<file path="config.mk">
export PLATFORM = sky130hd
export DESIGN_NAME = z80_bank_mapper
export DESIGN_NICKNAME = d
export VERILOG_FILES = /design/src/rtl/z80map_pkg.sv /design/src/rtl/mapper_io_decode.sv /design/src/rtl/mapper_bank_regs.sv /design/src/rtl/mapper_xlate.sv /design/src/rtl/z80_bank_mapper.sv
export SDC_FILE = /design/constraint.sdc
export NUM_CORES = 1
export LEC_CHECK = 0
export BUFFER_PORTS_ARGS = -buffer_cell sky130_fd_sc_hd__buf_2
export CORE_UTILIZATION = 37
export CTS_CLUSTER_DIAMETER = 60
export CTS_CLUSTER_SIZE = 10
export DETAILED_ROUTE_END_ITERATION = 7
export PLACE_DENSITY = 0.72
export SYNTH_ARGS = -nofsm -noshare
export SYNTH_HDL_FRONTEND = slang
export SYNTH_HIERARCHICAL = 1
export SYNTH_SLANG_ARGS = --single-unit
</file>
<file path="constraint.sdc">
create_clock -name clk -period 1.6 [get_ports clk]
set_input_delay 0.24 -clock clk [delete_from_list [all_inputs] [get_ports clk]]
set_output_delay 0.24 -clock clk [all_outputs]
set_load 0.05 [all_outputs]
</file>
<file path="src/rtl/z80map_pkg.sv">
package z80map_pkg;
  localparam int DEF_BANK_W  = 6;
  localparam int DEF_OFF_W   = 14;
  localparam int DEF_PORT_W  = 8;
  localparam int DEF_DATA_W  = 8;
  localparam int NUM_WIN     = 2;
  localparam int REGION_W    = 2;

  typedef enum logic [REGION_W-1:0] {
    RGN_WIN0  = 2'b00,
    RGN_WIN1  = 2'b01,
    RGN_FIXLO = 2'b10,
    RGN_FIXHI = 2'b11
  } region_e;

  function automatic region_e region_of(input logic [REGION_W-1:0] top_bits);
    return region_e'(top_bits);
  endfunction

  function automatic logic is_window(input region_e r);
    return (r == RGN_WIN0) || (r == RGN_WIN1);
  endfunction
endpackage

</file>
<file path="src/rtl/mapper_io_decode.sv">
module mapper_io_decode #(
  parameter int PORT_W    = 8,
  parameter int PORT_BASE = 8'h78,
  parameter int NUM_WIN   = 2
) (
  input  logic              clk,
  input  logic              rst_n,
  input  logic              iorq_n,
  input  logic              rd_n,
  input  logic              wr_n,
  input  logic [PORT_W-1:0] port,
  output logic [NUM_WIN-1:0] wr_hit,
  output logic [NUM_WIN-1:0] rd_hit
);
  logic io_wr;
  logic io_rd;
  assign io_wr = !iorq_n && !wr_n;
  assign io_rd = !iorq_n && !rd_n;

  for (genvar i = 0; i < NUM_WIN; i++) begin : g_sel
    logic match;
    assign match     = (port == PORT_W'(PORT_BASE + i));
    assign wr_hit[i] = io_wr && match;
    assign rd_hit[i] = io_rd && match;
  end

  assert_onehot_wr_R6: assert property (@(posedge clk) disable iff (!rst_n)
    $onehot0(wr_hit));
  assert_onehot_rd_R8: assert property (@(posedge clk) disable iff (!rst_n)
    $onehot0(rd_hit));
endmodule

</file>
<file path="src/rtl/mapper_bank_regs.sv">
module mapper_bank_regs #(
  parameter int BANK_W  = 6,
  parameter int DATA_W  = 8,
  parameter int NUM_WIN = 2
) (
  input  logic                            clk,
  input  logic                            rst_n,
  input  logic [NUM_WIN-1:0]              wr_hit,
  input  logic [NUM_WIN-1:0]              rd_hit,
  input  logic [DATA_W-1:0]               wdata,
  output logic [NUM_WIN-1:0][BANK_W-1:0]  bank_q,
  output logic [DATA_W-1:0]               rd_data,
  output logic                            rd_en
);
  localparam int PAD_W = DATA_W - BANK_W;

  for (genvar i = 0; i < NUM_WIN; i++) begin : g_reg
    always_ff @(posedge clk or negedge rst_n) begin
      if (!rst_n)         bank_q[i] <= BANK_W'(i);
      else if (wr_hit[i]) bank_q[i] <= wdata[BANK_W-1:0];
    end

    assert_store_R6: assert property (@(posedge clk) disable iff (!rst_n)
      wr_hit[i] |=> (bank_q[i] == $past(wdata[BANK_W-1:0])));
    assert_hold_R7: assert property (@(posedge clk) disable iff (!rst_n)
      !wr_hit[i] |=> $stable(bank_q[i]));
  end

  always_comb begin
    rd_data = '0;
    for (int i = 0; i < NUM_WIN; i++) begin
      if (rd_hit[i]) rd_data = {{PAD_W{1'b0}}, bank_q[i]};
    end
  end
  assign rd_en = |rd_hit;

  assert_rd_pad_R8: assert property (@(posedge clk) disable iff (!rst_n)
    rd_en |-> (rd_data[DATA_W-1:BANK_W] == '0));
  assert_rd_idle_R8: assert property (@(posedge clk) disable iff (!rst_n)
    !rd_en |-> (rd_data == '0));
endmodule

</file>
<file path="src/rtl/mapper_xlate.sv">
module mapper_xlate
  import z80map_pkg::*;
#(
  parameter int BANK_W      = 6,
  parameter int OFF_W       = 14,
  parameter int NUM_WIN     = 2,
  parameter int FIX_BANK_LO = 2,
  parameter int FIX_BANK_HI = 3
) (
  input  logic [OFF_W+1:0]                cpu_addr,
  input  logic [NUM_WIN-1:0][BANK_W-1:0]  bank_q,
  output logic [BANK_W+OFF_W-1:0]         phys_addr,
  output region_e                         region
);
  logic [BANK_W-1:0] sel_bank;

  assign region = region_of(cpu_addr[OFF_W+1:OFF_W]);

  always_comb begin
    unique case (region)
      RGN_WIN0:  sel_bank = bank_q[0];
      RGN_WIN1:  sel_bank = bank_q[1];
      RGN_FIXLO: sel_bank = BANK_W'(FIX_BANK_LO);
      default:   sel_bank = BANK_W'(FIX_BANK_HI);
    endcase
  end

  assign phys_addr = {sel_bank, cpu_addr[OFF_W-1:0]};
endmodule

</file>
<file path="src/rtl/z80_bank_mapper.sv">
module z80_bank_mapper
  import z80map_pkg::*;
#(
  parameter int BANK_W      = DEF_BANK_W,
  parameter int OFF_W       = DEF_OFF_W,
  parameter int PORT_W      = DEF_PORT_W,
  parameter int DATA_W      = DEF_DATA_W,
  parameter int PORT_BASE   = 8'h78,
  parameter int FIX_BANK_LO = 2,
  parameter int FIX_BANK_HI = 3
) (
  input  logic                      clk,
  input  logic                      rst_n,
  input  logic [OFF_W+1:0]          cpu_addr,
  input  logic                      mreq_n,
  input  logic                      iorq_n,
  input  logic                      rd_n,
  input  logic                      wr_n,
  input  logic [DATA_W-1:0]         cpu_wdata,
  output logic [DATA_W-1:0]         reg_rd_data,
  output logic                      reg_rd_en,
  output logic [BANK_W+OFF_W-1:0]   phys_addr,
  output logic                      ram_ce_n
);
  localparam int PHYS_W = BANK_W + OFF_W;

  logic [NUM_WIN-1:0]             wr_hit;
  logic [NUM_WIN-1:0]             rd_hit;
  logic [NUM_WIN-1:0][BANK_W-1:0] bank_q;
  region_e                        region;

  mapper_io_decode #(
    .PORT_W(PORT_W), .PORT_BASE(PORT_BASE), .NUM_WIN(NUM_WIN)
  ) u_dec (
    .clk(clk), .rst_n(rst_n), .iorq_n(iorq_n), .rd_n(rd_n), .wr_n(wr_n),
    .port(cpu_addr[PORT_W-1:0]), .wr_hit(wr_hit), .rd_hit(rd_hit)
  );

  mapper_bank_regs #(
    .BANK_W(BANK_W), .DATA_W(DATA_W), .NUM_WIN(NUM_WIN)
  ) u_regs (
    .clk(clk), .rst_n(rst_n), .wr_hit(wr_hit), .rd_hit(rd_hit),
    .wdata(cpu_wdata), .bank_q(bank_q), .rd_data(reg_rd_data),
    .rd_en(reg_rd_en)
  );

  mapper_xlate #(
    .BANK_W(BANK_W), .OFF_W(OFF_W), .NUM_WIN(NUM_WIN),
    .FIX_BANK_LO(FIX_BANK_LO), .FIX_BANK_HI(FIX_BANK_HI)
  ) u_xlate (
    .cpu_addr(cpu_addr), .bank_q(bank_q), .phys_addr(phys_addr),
    .region(region)
  );

  assign ram_ce_n = mreq_n;

  assert_win0_R1: assert property (@(posedge clk) disable iff (!rst_n)
    (cpu_addr[OFF_W+1:OFF_W] == 2'b00) |-> (phys_addr[PHYS_W-1:OFF_W] == bank_q[0]));
  assert_win1_R2: assert property (@(posedge clk) disable iff (!rst_n)
    (cpu_addr[OFF_W+1:OFF_W] == 2'b01) |-> (phys_addr[PHYS_W-1:OFF_W] == bank_q[1]));
  assert_fixed_R3: assert property (@(posedge clk) disable iff (!rst_n)
    cpu_addr[OFF_W+1] |-> (phys_addr[PHYS_W-1:OFF_W] ==
      (cpu_addr[OFF_W] ? BANK_W'(FIX_BANK_HI) : BANK_W'(FIX_BANK_LO))));
  assert_offset_R4: assert property (@(posedge clk) disable iff (!rst_n)
    phys_addr[OFF_W-1:0] == cpu_addr[OFF_W-1:0]);
  assert_next_cycle_R9: assert property (@(posedge clk) disable iff (!rst_n)
    wr_hit[0] |=> ((cpu_addr[OFF_W+1:OFF_W] != 2'b00) ||
                   (phys_addr[PHYS_W-1:OFF_W] == $past(cpu_wdata[BANK_W-1:0]))));
  assert_ce_R10: assert property (@(posedge clk) disable iff (!rst_n)
    ram_ce_n == mreq_n);
endmodule

</file>
After elaboration in Yosys (flattened, before gate mapping)
Cells that the tools add are included.
{ "totals": {"inputBits": 30, "output_inout_bits": 30, "word_cells": 20, "register_bits": 12} }
{ "op_classes": {"n_reduce_logical": 11, "mux": 3, "n_eq_ne": 4} }
{ "ops": {"columns": ["cell", "n"], "rows": [
  ["$pmux W6 S3", 1],
  ["$eq A8 B7 Y1 const B", 2],
  ["$mux W6", 2],
  ["$logic_and A1 B1 Y1", 6],
  ["$logic_not A1 Y1", 3],
  ["$eq A2 B1 Y1 const B", 1],
  ["$eq A2 B2 Y1 const B", 1],
  ["$logic_not A2 Y1", 1],
  ["$reduce_or A2 Y1", 1]
]} }

Logic depth before layout (Yosys ltp)
Gate-level depths: netlist of the first run.
{ "logic_depth": {"word_depth": 5, "mapped_depth": 5, "depth_no_buf": 4} }

Hierarchy
Netlist of the first run, hierarchy kept.
{ "by_module_without_submodules": {"columns": ["mod", "area_per_inst_um2", "cells_per_inst", "seq_area_each_um2", "instances"], "rows": [
  ["mapper_bank_regs", 614.3, 42, 301.5, 1],
  ["mapper_xlate", 220.2, 30, 0.0, 1],
  ["mapper_io_decode", 55.1, 7, 0.0, 1],
  ["z80_bank_mapper", 7.5, 1, 0.0, 1]
]} }

Worst setup path before layout of the first run
OpenSTA, ideal clock, no wires.
{ "synth_path": {"path_type": "input port to output port", "startpoint": "input cpu_addr[2]", "endpoint": "output reg_rd_data[3]", "t_arrival_ps": 2298, "n_path_buf": 0, "path_stages": 4, "slack_ps": -938, "t_required_ps": 1360, "cell_sequence": "or4b_1 -> nor4_1 -> nand2_1 -> o21ai_0"} }
{ "synth_between": {"elab_chain_cells": 4, "word_cells_on_any_way": 6, "classes_between": "2 x eq/ne; 2 x mux; 2 x reduce/logical"} }
{ "synth_lines": {"columns": ["element", "line", "text"], "rows": [
  ["start, declared", "z80_bank_mapper.sv:14", "input logic [OFF_W+1:0] cpu_addr,"],
  ["$eq A8 B7 Y1", "mapper_io_decode.sv:22", "assign match = (port == PORT_W'(PORT_BASE + i));"],
  ["$logic_and A1 B1 Y1", "mapper_io_decode.sv:24", "assign rd_hit[i] = io_rd && match;"],
  ["named net rd_hit[0]", "z80_bank_mapper.sv:28", "logic [NUM_WIN-1:0] rd_hit;"],
  ["$mux W6 (2 in series)", "mapper_bank_regs.sv:32", "if (rd_hit[i]) rd_data = {{PAD_W{1'b0}}, bank_q[i]};"],
  ["end, declared", "z80_bank_mapper.sv:20", "output logic [DATA_W-1:0] reg_rd_data,"]
]} }
The timed path passes the listed nets, and every way through them passes these cells.

Worst setup path after layout of the first run
Same ends and word-level chain as after synthesis.

==> metrics, run 1 <==
Cells after Synth 78; Final Skew 0 ns; hpwl dp roughly 1400 um; Via density 4.90; clock buffers created by TritonCTS 3; worst r2r path cells 1; HP Start cpu_wdata[5]; TritonCTS clock tree done; Biggest register u_regs/bank_q; area of the multi-input gates between 500 and 600 um2; IO Port Bufs around 40; Max Clk Rate about 530 MHz; DIE AREA approximately 2600 um2; CP bufs+invs 3; number of flip-flops in the largest register 12; Seq pwr share 0.439; crit-path cells buf_6 > or4b_4 > nor4_4 > buf_4 > nand2_4 > o21ai_4 > buf_6; CP arrival approximately 1.6 ns; max_cap viols 0; Pint between 0.0005 and 0.0006 W; Final Hold Violating Endpoints 0; HP Class in -> reg; Worst Hold Depth 2; status finished, violations left; vias in the first global route between 600 and 700; Slowest cell on crit path or4b_4; Critical Path Most Common Cell buf_6; Crit Path Max Fanout 3; CTS HTree Levels 1; DR vias 710; remaining antenna violation count 0; Worst VDD drop roughly 0.35 mV; Worst EP required 1.36 ns; Final Wtd Congestion between 0.7 and 0.8; worst r2r dst u_regs/bank_q[1]; Worst path max stage delay ~0.55 ns; Starting Density 0.395; die height ~50 um; Reg2Reg Setup Slack approximately 0.78 ns; fillers about 200; Final Worst Setup Slack -0.275 ns; WS Path Type in -> out; total grt overflow 0; largest net degree at the start of global routing 13; Setup violations, final 7; site row count 17; FF-to-FF Start u_regs/bank_q[1]; number of placed cells counting well taps ~140; pwr dens roughly 570 nW/um2; Pwr Total approximately 0.00073 W; Post-Route WL between 1500 and 2000 um; proportion of layout cells with a drive suffix above 1 0.744; Die Wd 50.8 um; fin cells approximately 150; Worst-Skew Late Latency roughly 0.27 ns; DRC errors left 0; crit share post-route 1.17; Leak between 0.6 and 0.7 nW; GRT Overall Usage 0.157; combinational power share 0.229; Synth Area per Inst around 11 um2; Psw between 0.0002 and 0.00025 W; CP endpoint kind output port; CTS clk-pin slew, worst paths roughly 0.080 ns; nets@finish 148; Placed Instance Area about 1100 um2; Startpoint Class input pin; initial drt markers 7; first-pass GRT wire length between 2000 and 3000 um; clock share of power 0.332; hold worst-path end u_regs/bank_q[11]; Clock Tree Buf Depth 2; Sw Ratio 0.300; critical path's top delay family simple AND/OR/NAND/NOR gates; WL/cell around 13 um; Largest regs u_regs/bank_q (12); Synthesis Warnings 6; Tmin final approximately 1.9 ns; Final Instance Area about 1300 um2; Antenna Cells 0; register area between 300 and 400 um2; Final Slew Violations 0; cell area after synthesis about 900 um2; core footprint 2230 um2; Root Driver clkbuf_4; Area Overhead vs Synth 45.8%; TritonRoute pass-1 iters 4; Top Ports 60; Clock Sink Count 12; RSZ-0062 raised after global routing yes; antenna violations before repair 0; violated checks setup timing
[routing by layer]
metal,wire [um],global-route usage
met5,0,0
met4,12,0.0463
met3,121,0.0298
met2,975,0.284
met1,780,0.186
[cell type report]
class                   instances  share of cell area
clock buffers                   4              0.0282
flip-flops and latches         12               0.234
well taps                      28              0.0272
multi-input cells              46               0.402
repair buffers                 55               0.308
[power by group through the flow]
stage | clock, W | combinational [W] | sequential [W]
after global routing | 0.000263 | 0.000176 | 0.000322
after global placement | 0 | 0.000157 | 0.000325
after floorplan | 0 | 0.000164 | 0.000324
final | 0.000242 | 0.000167 | 0.000320
after detailed placement | 0 | 0.000161 | 0.000326
after CTS | 0.000245 | 0.000165 | 0.000320
[metrics by stage]
stage               TNS, ns  hold WS, ns  setup WS (ns)   util
floorplan            -0.484      -0.0556        -0.0903      -
CTS                   -1.75        0.207         -0.270  0.570
global route          -2.22        0.203         -0.335  0.576
detailed placement    -4.31        0.129         -0.438  0.512
global placement      -3.93        0.121         -0.425  0.512
finish                -1.79        0.208         -0.275  0.576
[worst max path at each step]
stage / startpoint / slack [ns] / to / depth (start not counted)
final: cpu_addr[2] / -0.27 / reg_rd_data[3] / 7
after global routing: cpu_addr[2] / -0.34 / reg_rd_data[0] / 6
after CTS: cpu_addr[2] / -0.27 / reg_rd_data[5] / 6
after detailed placement: cpu_addr[2] / -0.44 / reg_rd_data[5] / 6
after global placement: cpu_addr[2] / -0.42 / reg_rd_data[0] / 6
after floorplan: cpu_addr[2] / -0.09 / reg_rd_data[4] / 4
[cell usage in the layout, fill, tap and decap left out, types with 3 or more instances in the layout]
cell type / n
buf_6: 5
buf_2: 32
mux2_4: 12
buf_4: 12
nor4_2: 3
a22o_4: 4
clkbuf_4: 3
mux2i_1: 4
dfrtp_1: 11
nor2_1: 4
buf_8: 4
[what timing repair did]
| item | 4_1_cts | 5_1_grt |
|---|---|---|
| setup endpoints to repair | 7 | 7 |
| buffers inserted | 1 | 1 |
| hold buffers | 1 | 0 |
| gates resized for setup | 22 | 1 |
| pin swaps | 4 | 1 |
| hold endpoints to repair | 11 | 0 |
Power figures use the tool's default switching activity.
==> run 2, diff against run 1 <==
--- a/config.mk
+++ b/config.mk
@@ -5,12 +5,13 @@
 export SDC_FILE = /design/constraint.sdc
 export NUM_CORES = 1
 export LEC_CHECK = 0
+export ABC_AREA = 1
 export BUFFER_PORTS_ARGS = -buffer_cell sky130_fd_sc_hd__buf_2
 export CORE_UTILIZATION = 37
 export CTS_CLUSTER_DIAMETER = 60
 export CTS_CLUSTER_SIZE = 10
 export DETAILED_ROUTE_END_ITERATION = 7
-export PLACE_DENSITY = 0.72
+export PLACE_DENSITY = 0.73
 export SYNTH_ARGS = -nofsm -noshare
 export SYNTH_HDL_FRONTEND = slang
 export SYNTH_HIERARCHICAL = 1
==> metrics, run 2 <==
core footprint 2210 um2 (-0.95%); cell area after synthesis 865 um2 (-2.0%); CTS HTree Levels 1 (unchanged); Tmin final 1.50 ns (-0.375 ns); IO Port Bufs 41 (unchanged); Psw 0.000267 W (+22%); first-pass GRT wire length 3250 um (+9.0%); Worst path max stage delay 0.16 ns (-0.39 ns); Clock Sink Count 12 (unchanged); DR vias 878 (+24%); WL/cell 11.0 um (-15%); Die Wd 50.3 um (-0.95%); setup_tns 0 ns (+1.79 ns); Area Overhead vs Synth 29.1%; Final Skew 0 ns (unchanged); pwr dens 694 nW/um2 (+22%); proportion of layout cells with a drive suffix above 1 0.360 (-0.384); fin cells 192 (+32%); status finished, violations left; Seq pwr share 0.427 (-0.012); nets@finish 195 (+32%); Reg2Reg Setup Slack 0.80 ns (+0.02 ns); Post-Route WL 2120 um (+12%); max_cap viols 0 (unchanged); combinational power share 0.245 (+0.016); Antenna Cells 0 (unchanged); clock share of power 0.328 (-0.004); Slowest cell on crit path buf_6; total grt overflow 0 (unchanged); Largest regs u_regs/bank_q (12); Final Slew Violations 0 (unchanged); Root Driver clkbuf_4; most common cell after layout, fill and taps aside nand2_1; Setup violations, final 0 (-7); initial drt markers 31 (+24); HP Class in -> reg; TritonCTS clock tree done; DIE AREA 2530 um2 (-1.9%); Final Hold Violating Endpoints 0 (unchanged); most frequent cells in the layout 42 x nand2_1, 34 x buf_2, 20 x inv_1; Starting Density 0.391 (-0.00412); largest net degree at the start of global routing 13 (unchanged); number of flip-flops in the largest register 12 (unchanged); number of placed cells counting well taps 186 (+35%); Max Clk Rate 667 MHz (+25%); Startpoint Class input pin; Leak 0.656 nW (-1.2%); Final Wtd Congestion 0.753 (-0.15%); antenna violations before repair 0 (unchanged); site row count 17 (unchanged); Clock Tree Buf Depth 2 (unchanged); CP arrival 1.26 ns (-0.37 ns); Top Ports 60 (unchanged); Pint 0.000507 W (-0.76%); CP endpoint kind output port; Worst-Skew Late Latency 0.28 ns (about the same); GRT Overall Usage 0.173 (+0.0161); TritonRoute pass-1 iters 6 (+2); vias in the first global route 777 (+17%); clock buffers created by TritonCTS 3 (unchanged); DRC errors left 2 (+2); CTS clk-pin slew, worst paths 0.09 ns (about the same); Biggest register u_regs/bank_q; Sw Ratio 0.345 (+0.0455); Synthesis Warnings 6 (unchanged); Critical Path Most Common Cell nand2_1; Worst EP required 1.36 ns (about the same); violated checks DRC; Via density 4.57 (-6.6%); Worst VDD drop 0.358 mV (+2.0%); crit share post-route 0.937 (-0.234); RSZ-0062 raised after global routing no; crit-path cells buf_2 > inv_1 > nand2_1 > nor2_2 > nand2_1 > nor2_2 > buf_6 > inv_6 > nand3_2 > nand2_1 > buf_6; hpwl dp 1490 um (+3.4%); remaining antenna violation count 0 (unchanged); die height 50.3 um (-0.95%); WS Path Type in -> out; Synth Area per Inst 6.60 um2 (-42%); Cells after Synth 131 (+68%); Crit Path Max Fanout 8 (+5)
==> run 2: cell count changes in the layout (fill, tap and decap cells not counted), moves of 3 or more <==
| cell | delta |
|---|---|
| a22o_4 | -4 |
| buf_4 | -8 |
| buf_8 | -4 |
| inv_1 | +20 |
| mux2_4 | -12 |
| mux2i_1 | -4 |
| nand2_1 | +40 |
| nand3_1 | +9 |
| nor4_2 | -3 |
| o21ai_0 | +12 |
==> run 2: worst max-delay path: cells and delay by family <==
family	cells	cell delay [ns]
buffers and inverters	5	0.50
AND/OR/NAND/NOR	6	0.51
==> run 2: layer usage <==
layer	GRT usage	wire (um)
met4	0.0833	40
met2	0.316	1100
met1	0.196	818
met3	0.0212	161
met5	0	0
==> run 2: area by class of cell <==
type	instances	area [um2]
fill	235	1100
multi-input combinational	80	363
sequential	12	302
timing repair buffer	47	297
inverter	21	83.8
clock buffer	4	36.3
tap	28	35.0
==> run 2: power by group through the flow <==
stage / registers (W) / clock network, W / logic, W
after floorplan: 0.000333 / 0 / 0.000189
after global placement: 0.000334 / 0 / 0.000182
after detailed placement: 0.000336 / 0 / 0.000186
after CTS: 0.000330 / 0.000251 / 0.000189
after global routing: 0.000333 / 0.000271 / 0.000203
final: 0.000331 / 0.000254 / 0.000190
==> run 2: worst paths after layout <==
kind	startpoint	endpoint	depth (start not counted)
worst max-delay path	cpu_addr[7]	reg_rd_data[2]	11
worst min-delay path	cpu_wdata[3]	u_regs/bank_q[9]	3
worst max register to register	u_regs/bank_q[6]	u_regs/bank_q[6]	2
worst min register to register	u_regs/bank_q[6]	u_regs/bank_q[6]	2
max in group asynchronous	rst_n	u_regs/bank_q[6]	2
min in group asynchronous	rst_n	u_regs/bank_q[11]	2
==> run 2: repair_timing <==
item                                    4_1_cts  5_1_grt
gates resized for setup                       0       25
endpoints found under the setup margin        0        6
buffers inserted                              0        1
hold buffers                                  1        0
endpoints found under the hold margin        11        0
==> run 2: per-stage QoR <==
step           cell area [um2]  hold slack (ns)  utilization  power [W]  setup slack, ns
2_1_floorplan              868          -0.0556            -   0.000522            0.112
3_3_place_gp              1000            0.120        0.452   0.000516           0.0970
5_1_grt                   1120            0.185        0.505   0.000808         0.000888
4_1_cts                   1050            0.182        0.473   0.000769           0.0636
3_5_place_dp              1000            0.130        0.452   0.000522           0.0677
6_report                  1120            0.179        0.505   0.000774            0.100
==> run 3, diff against run 2 <==
--- a/config.mk
+++ b/config.mk
@@ -6,12 +6,12 @@
 export NUM_CORES = 1
 export LEC_CHECK = 0
 export ABC_AREA = 1
-export BUFFER_PORTS_ARGS = -buffer_cell sky130_fd_sc_hd__buf_2
-export CORE_UTILIZATION = 37
+export CORE_UTILIZATION = 40
 export CTS_CLUSTER_DIAMETER = 60
 export CTS_CLUSTER_SIZE = 10
 export DETAILED_ROUTE_END_ITERATION = 7
-export PLACE_DENSITY = 0.73
+export DONT_BUFFER_PORTS = 1
+export PLACE_DENSITY = 0.53
 export SYNTH_ARGS = -nofsm -noshare
 export SYNTH_HDL_FRONTEND = slang
 export SYNTH_HIERARCHICAL = 1
==> metrics, run 3 (synthesis results as in run 2) <==
DIE AREA 2350 um2 (-7.2%); pwr dens 697 nW/um2 (+0.54%); RSZ-0062 raised after global routing no; # Post-CTS Setup Buffers 0 (unchanged); Worst VDD drop 0.359 mV (+0.13%); most frequent cells in the layout 42 x nand2_1, 20 x inv_1, 13 x o21ai_0; Final Wtd Congestion 0.723 (-4.0%); site row count 16 (-1); Via density 4.58 (+0.23%); Final Hold Violating Endpoints 0 (unchanged); clock buffers created by TritonCTS 3 (unchanged); Tmin final 1.48 ns (-0.0173 ns); Slew headroom 0.649; most common cell after layout, fill and taps aside nand2_1; TritonCTS clock tree done; DR top layer met4; Top Ports 60 (unchanged); Least-Margin Pin Slew ~0.53 ns; WS Path Type reg -> out; CTS clk-pin slew, worst paths 0.08 ns (about the same); wl on met1 745 um (-8.9%); Startpoint Class register; number of flip-flops in the largest register 12 (unchanged); Final Slew Violations 0 (unchanged); status completed; worst r2r path cells 2 (unchanged); Slowest cell on crit path dfstp_2; Antenna Cells 0 (unchanged); TritonRoute pass-1 iters 4 (-2); setup_tns 0 ns (unchanged); largest net degree at the start of global routing 13 (unchanged); Worst Hold Depth 2 (-1); register area 302 um2 (unchanged); WL met2 864 um (-21%); Worst path max stage delay 0.54 ns (+0.38 ns); antenna violations before repair 0 (unchanged); DRC errors left 0 (-2); total grt overflow 0 (unchanged); number of placed cells counting well taps 151 (-19%); Area Overhead vs Synth 12.0%; first-pass GRT wire length 2940 um (-9.5%); GRT Overall Usage 0.167 (-0.00583); Setup violations, final 0 (unchanged); remaining antenna violation count 0 (unchanged); WL met3 140 um (-13%); Crit Path Max Fanout 3 (-5); nets@finish 160 (-18%); Clock Sink Count 12 (unchanged); Largest regs u_regs/bank_q (12); crit share post-route 0.927 (-0.0108); Worst EP required 1.36 ns (about the same); hpwl dp 1330 um (-10%); WL/cell 11.4 um (+3.4%); initial drt markers 16 (-48%); DR vias 715 (-19%); vias in the first global route 665 (-14%); Clock Tree Buf Depth 2 (unchanged); fillers 206 (-12%); CP endpoint kind output port; Leak 0.529 nW (-19%); Die Wd 48.5 um (-3.7%); fin cells 156 (-19%); CTS HTree Levels 1 (unchanged); crit-path cells o21ai_0 > nand2_1; max_cap viols 0 (unchanged); proportion of layout cells with a drive suffix above 1 0.163 (-0.197); Max Clk Rate 675 MHz (+1.2%); Biggest register u_regs/bank_q; Final Skew 0 ns (unchanged); Root Driver clkbuf_4; IO Port Bufs 0 (-100%); Worst-Skew Late Latency 0.28 ns (about the same); die height 48.5 um (-3.7%); core footprint 2000 um2 (-9.5%); HP Class in -> reg; area of the multi-input gates 350 um2 (-3.4%); Starting Density 0.432 (+0.0410); Post-Route WL 1780 um (-16%); CP arrival 1.24 ns (-0.02 ns)
==> run 3: cell types whose count changed in the layout (fill, tap and decap cells not counted), sizes merged <==
cell and delta:
clkbuf -1, buf -34
==> run 3: where the power goes <==
part	internal [W]	switching, W
sequential	0.000319	0.0000104
combinational	0.0000196	0.0000805
clock	0.000138	0.000108
==> run 3: critical path, delay by kind of cell, from the launching register on <==
kind / cells / cell delay, ns
AOI/OAI and AO/OA: 1 / 0.07
DFF: 1 / 0.54
and+or+nand+nor: 1 / 0.35
==> run 3: layout make-up <==
| cell class | count | share of cell area |
|---|---|---|
| multi-input cells | 80 | 0.362 |
| inverters | 21 | 0.0814 |
| repair buffers | 12 | 0.173 |
| well taps | 27 | 0.0349 |
| clock buffers | 4 | 0.0375 |
| flip-flops and latches | 12 | 0.311 |
==> run 3: stage by stage <==
stage / total power (W) / hold slack, ns / instance area, um2 / util / setup slack [ns]
global route: 0.000711 / 0.0653 / 968 / 0.484 / 0.0333
detailed placement: 0.000428 / -0.0554 / 922 / 0.461 / 0.195
global placement: 0.000426 / -0.0553 / 922 / 0.461 / 0.187
floorplan: 0.000522 / -0.0556 / 868 / - / 0.112
CTS: 0.000684 / 0.0553 / 968 / 0.484 / 0.109
finish: 0.000675 / 0.0607 / 968 / 0.484 / 0.117
==> run 3: what timing repair did <==
item / in CTS / in global routing
hold endpoints to repair: 12 / 0
resized for setup: 0 / 0
hold buffers: 1 / 0
==> run 3: metal layers <==
layer  GRT usage  vias to the layer above
met5           0                        -
met4      0.0980                        0
met3      0.0377                        6
met2       0.279                       26
met1       0.195                      311
li1            -                      372
==> run 3: final timing paths <==
| check | from | end | slack [ns] |
|---|---|---|---|
| max | u_regs/bank_q[6] | phys_addr[14] | 0.12 |
| min reg2reg | u_regs/bank_q[6] | u_regs/bank_q[6] | 0.49 |
| max reg2reg | u_regs/bank_q[6] | u_regs/bank_q[6] | 0.82 |
| min in group asynchronous | rst_n | u_regs/bank_q[0] | 0.37 |
| min | cpu_wdata[0] | u_regs/bank_q[6] | 0.06 |
| max in group asynchronous | rst_n | u_regs/bank_q[6] | 0.87 |
